### src/rtl/mdm_pkg.sv
package mdm_pkg;

    typedef struct packed {
        logic loop_en;
        logic op2;
        logic op1;
        logic rts;
        logic dtr;
    } mcr_t;

    typedef struct packed {
        logic cd;
        logic ri;
        logic dsr;
        logic cts;
    } mdm_lines_t;

    localparam int MCR_W   = $bits(mcr_t);
    localparam int LINES_W = $bits(mdm_lines_t);
    localparam int MSR_W   = 2 * LINES_W;

    function automatic mdm_lines_t lines_from_pins(input logic cts_n, input logic dsr_n,
                                                   input logic ri_n, input logic cd_n);
        mdm_lines_t l;
        l.cts = ~cts_n;
        l.dsr = ~dsr_n;
        l.ri  = ~ri_n;
        l.cd  = ~cd_n;
        return l;
    endfunction

    function automatic mdm_lines_t lines_from_mcr(input mcr_t m);
        mdm_lines_t l;
        l.cts = m.dtr;
        l.dsr = m.rts;
        l.ri  = m.op1;
        l.cd  = m.op2;
        return l;
    endfunction

    function automatic mdm_lines_t line_events(input mdm_lines_t prev, input mdm_lines_t cur);
        mdm_lines_t e;
        e.cts = prev.cts ^ cur.cts;
        e.dsr = prev.dsr ^ cur.dsr;
        e.ri  = prev.ri & ~cur.ri;
        e.cd  = prev.cd ^ cur.cd;
        return e;
    endfunction

endpackage

### src/rtl/mdm_route.sv
module mdm_route
    import mdm_pkg::*;
(
    input  mcr_t       mcr,
    input  logic       pin_cts_n,
    input  logic       pin_dsr_n,
    input  logic       pin_ri_n,
    input  logic       pin_cd_n,
    input  logic       ser_tx_in,
    input  logic       pin_rx,
    output mdm_lines_t src_lines,
    output logic       pin_dtr_n,
    output logic       pin_rts_n,
    output logic       pin_op1_n,
    output logic       pin_op2_n,
    output logic       pin_tx,
    output logic       ser_rx_out
);
    always_comb begin
        if (mcr.loop_en) begin
            src_lines  = lines_from_mcr(mcr);
            pin_dtr_n  = 1'b1;
            pin_rts_n  = 1'b1;
            pin_op1_n  = 1'b1;
            pin_op2_n  = 1'b1;
            pin_tx     = 1'b1;
            ser_rx_out = ser_tx_in;
        end else begin
            src_lines  = lines_from_pins(pin_cts_n, pin_dsr_n, pin_ri_n, pin_cd_n);
            pin_dtr_n  = ~mcr.dtr;
            pin_rts_n  = ~mcr.rts;
            pin_op1_n  = ~mcr.op1;
            pin_op2_n  = ~mcr.op2;
            pin_tx     = ser_tx_in;
            ser_rx_out = pin_rx;
        end
    end
endmodule

### src/rtl/mdm_sync.sv
module mdm_sync #(
    parameter int W      = 4,
    parameter int STAGES = 2
) (
    input  logic         clk,
    input  logic         rst,
    input  logic [W-1:0] d,
    output logic [W-1:0] q
);
    logic [W-1:0] st [STAGES];

    always_ff @(posedge clk) begin
        if (rst) st[0] <= '0;
        else     st[0] <= d;
    end

    for (genvar i = 1; i < STAGES; i++) begin : g_stage
        always_ff @(posedge clk) begin
            if (rst) st[i] <= '0;
            else     st[i] <= st[i-1];
        end
    end

    assign q = st[STAGES-1];
endmodule

### src/rtl/mdm_status.sv
module mdm_status
    import mdm_pkg::*;
#(
    parameter int SYNC_STAGES = 2
) (
    input  logic             clk,
    input  logic             rst,
    input  mdm_lines_t       src_lines,
    input  logic             rd_en,
    input  logic             irq_en,
    output logic [MSR_W-1:0] msr,
    output logic             irq
);
    mdm_lines_t lvl, prev, delta, ev;

    mdm_sync #(.W(LINES_W), .STAGES(SYNC_STAGES)) u_sync (
        .clk (clk),
        .rst (rst),
        .d   (src_lines),
        .q   (lvl)
    );

    assign ev = line_events(prev, lvl);

    always_ff @(posedge clk) begin
        if (rst) begin
            prev  <= '0;
            delta <= '0;
        end else begin
            prev  <= lvl;
            delta <= (rd_en ? mdm_lines_t'('0) : delta) | ev;
        end
    end

    assign msr = {lvl, delta};
    assign irq = irq_en & (|delta);
endmodule

### src/rtl/mdm_loop_switch.sv
module mdm_loop_switch
    import mdm_pkg::*;
#(
    parameter int SYNC_STAGES = 2
) (
    input  logic             clk,
    input  logic             rst,
    input  logic             mcr_wr_en,
    input  logic [MCR_W-1:0] mcr_wdata,
    output logic [MCR_W-1:0] mcr_rdata,
    input  logic             msr_rd_en,
    output logic [MSR_W-1:0] msr_rdata,
    input  logic             ms_irq_en,
    output logic             ms_irq,
    input  logic             pin_cts_n,
    input  logic             pin_dsr_n,
    input  logic             pin_ri_n,
    input  logic             pin_cd_n,
    output logic             pin_dtr_n,
    output logic             pin_rts_n,
    output logic             pin_op1_n,
    output logic             pin_op2_n,
    input  logic             ser_tx_in,
    output logic             pin_tx,
    input  logic             pin_rx,
    output logic             ser_rx_out
);
    mcr_t       mcr_q;
    mdm_lines_t src_lines;

    always_ff @(posedge clk) begin
        if (rst)            mcr_q <= '0;
        else if (mcr_wr_en) mcr_q <= mcr_t'(mcr_wdata);
    end

    assign mcr_rdata = mcr_q;

    mdm_route u_route (
        .mcr        (mcr_q),
        .pin_cts_n  (pin_cts_n),
        .pin_dsr_n  (pin_dsr_n),
        .pin_ri_n   (pin_ri_n),
        .pin_cd_n   (pin_cd_n),
        .ser_tx_in  (ser_tx_in),
        .pin_rx     (pin_rx),
        .src_lines  (src_lines),
        .pin_dtr_n  (pin_dtr_n),
        .pin_rts_n  (pin_rts_n),
        .pin_op1_n  (pin_op1_n),
        .pin_op2_n  (pin_op2_n),
        .pin_tx     (pin_tx),
        .ser_rx_out (ser_rx_out)
    );

    mdm_status #(.SYNC_STAGES(SYNC_STAGES)) u_status (
        .clk       (clk),
        .rst       (rst),
        .src_lines (src_lines),
        .rd_en     (msr_rd_en),
        .irq_en    (ms_irq_en),
        .msr       (msr_rdata),
        .irq       (ms_irq)
    );
endmodule

### config.mk
export PLATFORM = sky130hd
export DESIGN_NAME = mdm_loop_switch
export DESIGN_NICKNAME = d
export VERILOG_FILES = /design/src/rtl/mdm_pkg.sv /design/src/rtl/mdm_route.sv /design/src/rtl/mdm_sync.sv /design/src/rtl/mdm_status.sv /design/src/rtl/mdm_loop_switch.sv
export SDC_FILE = /design/constraint.sdc
export NUM_CORES = 1
export LEC_CHECK = 0
export ABC_AREA = 0
export BUFFER_PORTS_ARGS = -buffer_cell sky130_fd_sc_hd__buf_2
export CAP_MARGIN = 15
export CORE_MARGIN = 3
export CORE_UTILIZATION = 47
export DETAILED_ROUTE_END_ITERATION = 8
export GPL_ROUTABILITY_DRIVEN = 0
export GPL_TIMING_DRIVEN = 0
export PLACE_DENSITY_LB_ADDON = 0.15
export RECOVER_POWER = 50
export SETUP_SLACK_MARGIN = 0.3
export SYNTH_ARGS = -nofsm -noshare
export SYNTH_HDL_FRONTEND = slang
export SYNTH_SLANG_ARGS = --single-unit
### constraint.sdc
create_clock -name clk -period 2 [get_ports clk]
set_input_delay 0.2 -clock clk [delete_from_list [all_inputs] [get_ports clk]]
set_output_delay 0.2 -clock clk [all_outputs]
set_load 0.05 [all_outputs]
### Word-level counts from Yosys, hierarchy flattened

Memories as Yosys holds them, arrays and structs flattened.
Index checks and enable logic that the tools add are counted.

| operators by class | value |
|---|---|
| $add $sub $neg | 0 |
| multiply operators | 0 |
| divide/modulo/power cells | 0 |
| order comparisons | 0 |
| equal/unequal tests | 0 |
| shifts and indexed selects | 0 |
| mux-type cells | 13 |
| bitwise gates (word level) | 17 |
| reductions and logical operators | 1 |

Operators by type and width:

| kind | number |
|---|---|
| two-way mux 4 bit | 4 |
| two-way mux 1 bit | 9 |
| NOT 1 bit | 9 |
| bitwise OR 4 bit | 1 |
| OR reduction 4 bit | 1 |
| bitwise XOR 1 bit | 3 |
| AND 1 bit | 2 |
| bitwise OR 1 bit | 2 |

| word-level totals | value |
|---|---|
| bits in registers | 13 |
| latch bits | 0 |
| memory bits (writable) | 8 |
| bits in read-only memories | 0 |
| bits of input ports | 16 |
| output and inout port bits | 20 |
| word-level logic and storage cells | 45 |
| memories | 1 |

Memories:

| memory | words | bits a word | read ports | clocked after memory_dff | write ports | line | RTL |
|---|---|---|---|---|---|---|---|
| u_status.u_sync.st | 2 | 4 | 2 | 0 | 2 | mdm_sync.sv:10 | `logic [W-1:0] st [STAGES];` |

### Longest topological paths before layout

| logic depth | value |
|---|---|
| word-level depth | 3 |
| mapped depth | 3 |
| gate-level depth less buffers | 2 |

### By module

From an unflattened synthesis, not the netlist that was laid out.

| second synthesis, totals | value |
|---|---|
| cells, all modules | 72 |
| area total of the unflattened synthesis | 759.5 um^2 |

Modules (own cells, without submodules):

| module | instances | cells each | area each (um^2) | seq. area each (um^2) |
|---|---|---|---|---|
| mdm_status | 1 | 25 | 275.3 | 160.2 |
| mdm_sync | 1 | 16 | 210.2 | 160.2 |
| mdm_loop_switch | 1 | 16 | 180.2 | 100.1 |
| mdm_route | 1 | 15 | 93.8 | 0.0 |

### Worst setup path before layout

Ideal clock, no wire load.

| timing | value |
|---|---|
| path type | reg-to-output |
| start point | register mcr_q, in the netlist mcr_rdata[4] |
| end point | output pin_dtr_n |
| data arrival time | 1309 ps |
| data required time | 1800 ps |
| setup slack | 491 ps |
| stages on the path, launching flop included | 3 |
| path buffers | 1 |
| cell sequence | dfxtp_1 -> buf_6 -> nand2b_1 |

| on the way | value |
|---|---|
| word-level cells in the longest chain between the ends | 1 |

RTL lines:

| what | line | RTL |
|---|---|---|
| start: declaration | mdm_loop_switch.sv:28 | `mcr_t mcr_q;` |
| start signal: assignment | mdm_loop_switch.sv:33 | `else if (mcr_wr_en) mcr_q <= mcr_t'(mcr_wdata);` |
| two-way mux 1 bit | mdm_route.sv:20 | `if (mcr.loop_en) begin` |
| end: declaration | mdm_loop_switch.sv:19 | `output logic pin_dtr_n,` |

No other way between the ends.

### Worst setup path after layout

| timing | value |
|---|---|
| start point | register mcr_q, in the netlist mcr_rdata[4] |
| end point | output ser_rx_out |

| on the way | value |
|---|---|
| word-level cells in the longest chain between the ends | 1 |

RTL lines:

| what | line | RTL |
|---|---|---|
| two-way mux 1 bit | mdm_route.sv:20 |  |
| end: declaration | mdm_loop_switch.sv:26 | `output logic ser_rx_out` |

No other way between the ends.

==> impl_metrics.tcl <==
set metrics [dict create \
    maxCapViolCount 0 \
    die_height_um 46.6 \
    setup_repair_after_global_routing_missed_its_margin "no" \
    dieArea_sq_mm 0.00217 \
    cts.repair_timing.setup_buffer_count 0 \
    post_synth_inst_count 74 \
    utilization_of_the_core_after_routing_pct 64.5 \
    grt_pass1_vias 502 \
    clock_tree_from_tritoncts "built" \
    holdCritPathClass "in2reg" \
    final_std_cell_area_no_fill_sq_um 983 \
    cts_sinks 21 \
    synthXorXnorAreaFrac_pct 3.39 \
    postSynthAreaPerCell_sq_um 10.5 \
    fin_nets 129 \
    irDropWorstVdd_mv 0.461 \
    worstPathMaxFanout 7 \
    synthSimpleGateAreaFrac_pct 22.1 \
    vias_per_cell 4.68 \
    root_buffer "sky130_fd_sc_hd__clkbuf_4" \
    synthAdderAreaFrac_pct 0 \
    post_route_cells_drive_above_1_share_pct 38.4 \
    io_buffer_count 34 \
    placedInstanceArea_sq_um 965 \
    grt_first_pass_wirelength_um 2090 \
    yosysWarnings 0 \
    row_count 14 \
    placeableCoreArea_sq_mm 0.00152 \
    tightestPinTransition_ns 0.254 \
    synth_top_area_cell "sky130_fd_sc_hd__dfxtp_1" \
    final_min_period_over_clock_period_pct 76.0 \
    critPathArrivalTime_ns 1.32 \
    postRouteAntennaNets 0 \
    initial_antenna_violation_count 0 \
    cts_inserted_buffers 3 \
    cts.reportedPaths.clkPinSlew_ns 0.11 \
    antenna-diode-count 0 \
    filler_cell_count 143 \
    grt_usage_pct 13.7 \
    setup_violations 0 \
    avgRoutedWirePerCell_um 10.1 \
    synth_top_cells_by_area "sky130_fd_sc_hd__dfxtp_1, sky130_fd_sc_hd__nand2b_1, sky130_fd_sc_hd__mux2i_1, sky130_fd_sc_hd__nor2b_1, sky130_fd_sc_hd__a21oi_2" \
    die_width_um 46.6 \
    area.sequential_sq_um 420 \
    cts_hold_buffers 0 \
    finClkSkew_ns 0.00278 \
    netlist.area_leader.share_pct 54.3 \
    max_freq_mhz 658 \
    period_needed_ns 1.52 \
    htreeDepth 1 \
    design.portCount 36 \
    timing.setup.critical_path_class "reg2out" \
    worst_setup_path_start_kind "flip-flop" \
    finalHoldViolations 0 \
    drt_drc_violations_left 0 \
    vias 599 \
    synth_top_family_by_area "simple AND/OR/NAND/NOR gates" \
    worst-endpoint-required_ns 1.80 \
    outcome "finished, final reports clean" \
    syn_nets 90 \
    power-per-cell-area_mw_per_mm2 832 \
    drv_slew 0 \
    worst_slew_margin_rel_pct 83.2 \
    synth_cell_types 15 \
    post-dp-hpwl_um 966 \
    multiplexer_fraction_of_the_synthesized_cell_area_pct 7.92 \
    syn-cell-area_sq_um 774 \
    power.leakage_nw 0.456 \
    routed_wirelength_um 1290 \
    clock_insertion_delay_worst_skew_ns 0.29 \
    start_util_pct 50.8 \
    maximum_clock_path_buffer_count 2 \
    multi_input_combinational_cell_area_sq_um 318 \
    grt.overflow.total 0 \
    timing.critical_path.to_type "primary output" \
    fin_tns_setup_ns 0 \
    grt_start_max_net_pins 12 \
    drt_first_pass_iters 3 \
    syn_to_final_growth_pct 27.0 \
    synth_compound_gate_area_share_pct 8.56 \
    ys_seq_area_share_pct 54.3 \
    initialDrtViolationCount 3 \
    synth-seq-cells 21 \
    post_cts_resize_count 0 \
]
==> cell usage after synthesis, drive strengths merged <==
cell type,instances
buf,4
mux2i,5
nor2b,8
nand2b,9
mux2,1
nand2,4
xnor2,3
a21oi,8
dfxtp,21
or2,5
nor2,5
o41a,1
==> layout by cell type (no fill, tap or decap), types with 3 or more instances in the layout <==
cell type / n
sky130_fd_sc_hd__xnor2_1: 3
sky130_fd_sc_hd__nor2b_1: 8
sky130_fd_sc_hd__or2_1: 5
sky130_fd_sc_hd__nand2b_1: 9
sky130_fd_sc_hd__nor2_1: 5
sky130_fd_sc_hd__dfxtp_1: 21
sky130_fd_sc_hd__buf_2: 36
sky130_fd_sc_hd__nand2_1: 4
sky130_fd_sc_hd__mux2i_1: 5
sky130_fd_sc_hd__clkbuf_4: 3
sky130_fd_sc_hd__a21oi_1: 6
==> final cells by class <==
type	count	share of cell area, %
multi-input combinational	49	32.3
timing repair buffer	34	17.3
tap	16	2.04
sequential	21	42.7
buffer	4	2.93
clock buffer	4	2.67
==> layer usage <==
layer  track usage, %  wire, um  up-vias
met3             3.91       129        0
met5                0         0        -
met4             5.11         0        0
met1             17.2       547      259
met2             22.0       612       25
li1                 -         -      315
==> power breakdown <==
part,switching [mW],internal [mW],total [mW]
Clock,0.118,0.0775,0.195
Sequential,0.0130,0.439,0.452
Combinational,0.116,0.0548,0.171
Total,0.247,0.571,0.818
==> critical path, cell delays in order (launching register included) <==
cell and delay (ns):
sky130_fd_sc_hd__dfxtp_1 0.46, sky130_fd_sc_hd__mux2_1 0.35, sky130_fd_sc_hd__buf_2 0.22
==> state kept, by name (all words and copies together), names as in the netlist <==
signal and cells:
mcr_rdata 5, u_status.prev 4, u_status.msr 4, u_status.u_sync.st 8
==> through the flow <==
stage	cells	power [mW]	hold slack (ns)	setup WS (ns)
CTS	128	0.835	0.0547	0.475
floorplan	74	0.592	0.272	0.491
detailed placement	124	0.636	0.386	0.819
finish	128	0.818	0.0730	0.481
global placement	124	0.632	0.378	0.845
global route	128	0.865	0.0499	0.395
==> logic make-up after synthesis <==
| logic type | Yosys count |
|---|---|
| AND/OR/NAND/NOR | 31 |
| flip-flops | 21 |
| AO/OA/AOI/OAI | 9 |
| multiplexers | 6 |
| buffers and inverters | 4 |
| XOR/XNOR | 3 |
==> path summary, 6_finish.rpt <==
kind / from / end / slack [ns] / depth (start not counted)
setup / recovery: mcr_rdata[4] / ser_rx_out / 0.48 / 2
hold / removal: rst / u_status.u_sync.st[1][3] / 0.07 / 2
setup reg to reg: mcr_rdata[4] / u_status.u_sync.st[0][1] / 1.15 / 3
hold reg to reg: u_status.u_sync.st[0][1] / u_status.u_sync.st[1][1] / 0.45 / 1
No activity file was read; power rests on OpenSTA's default activity.
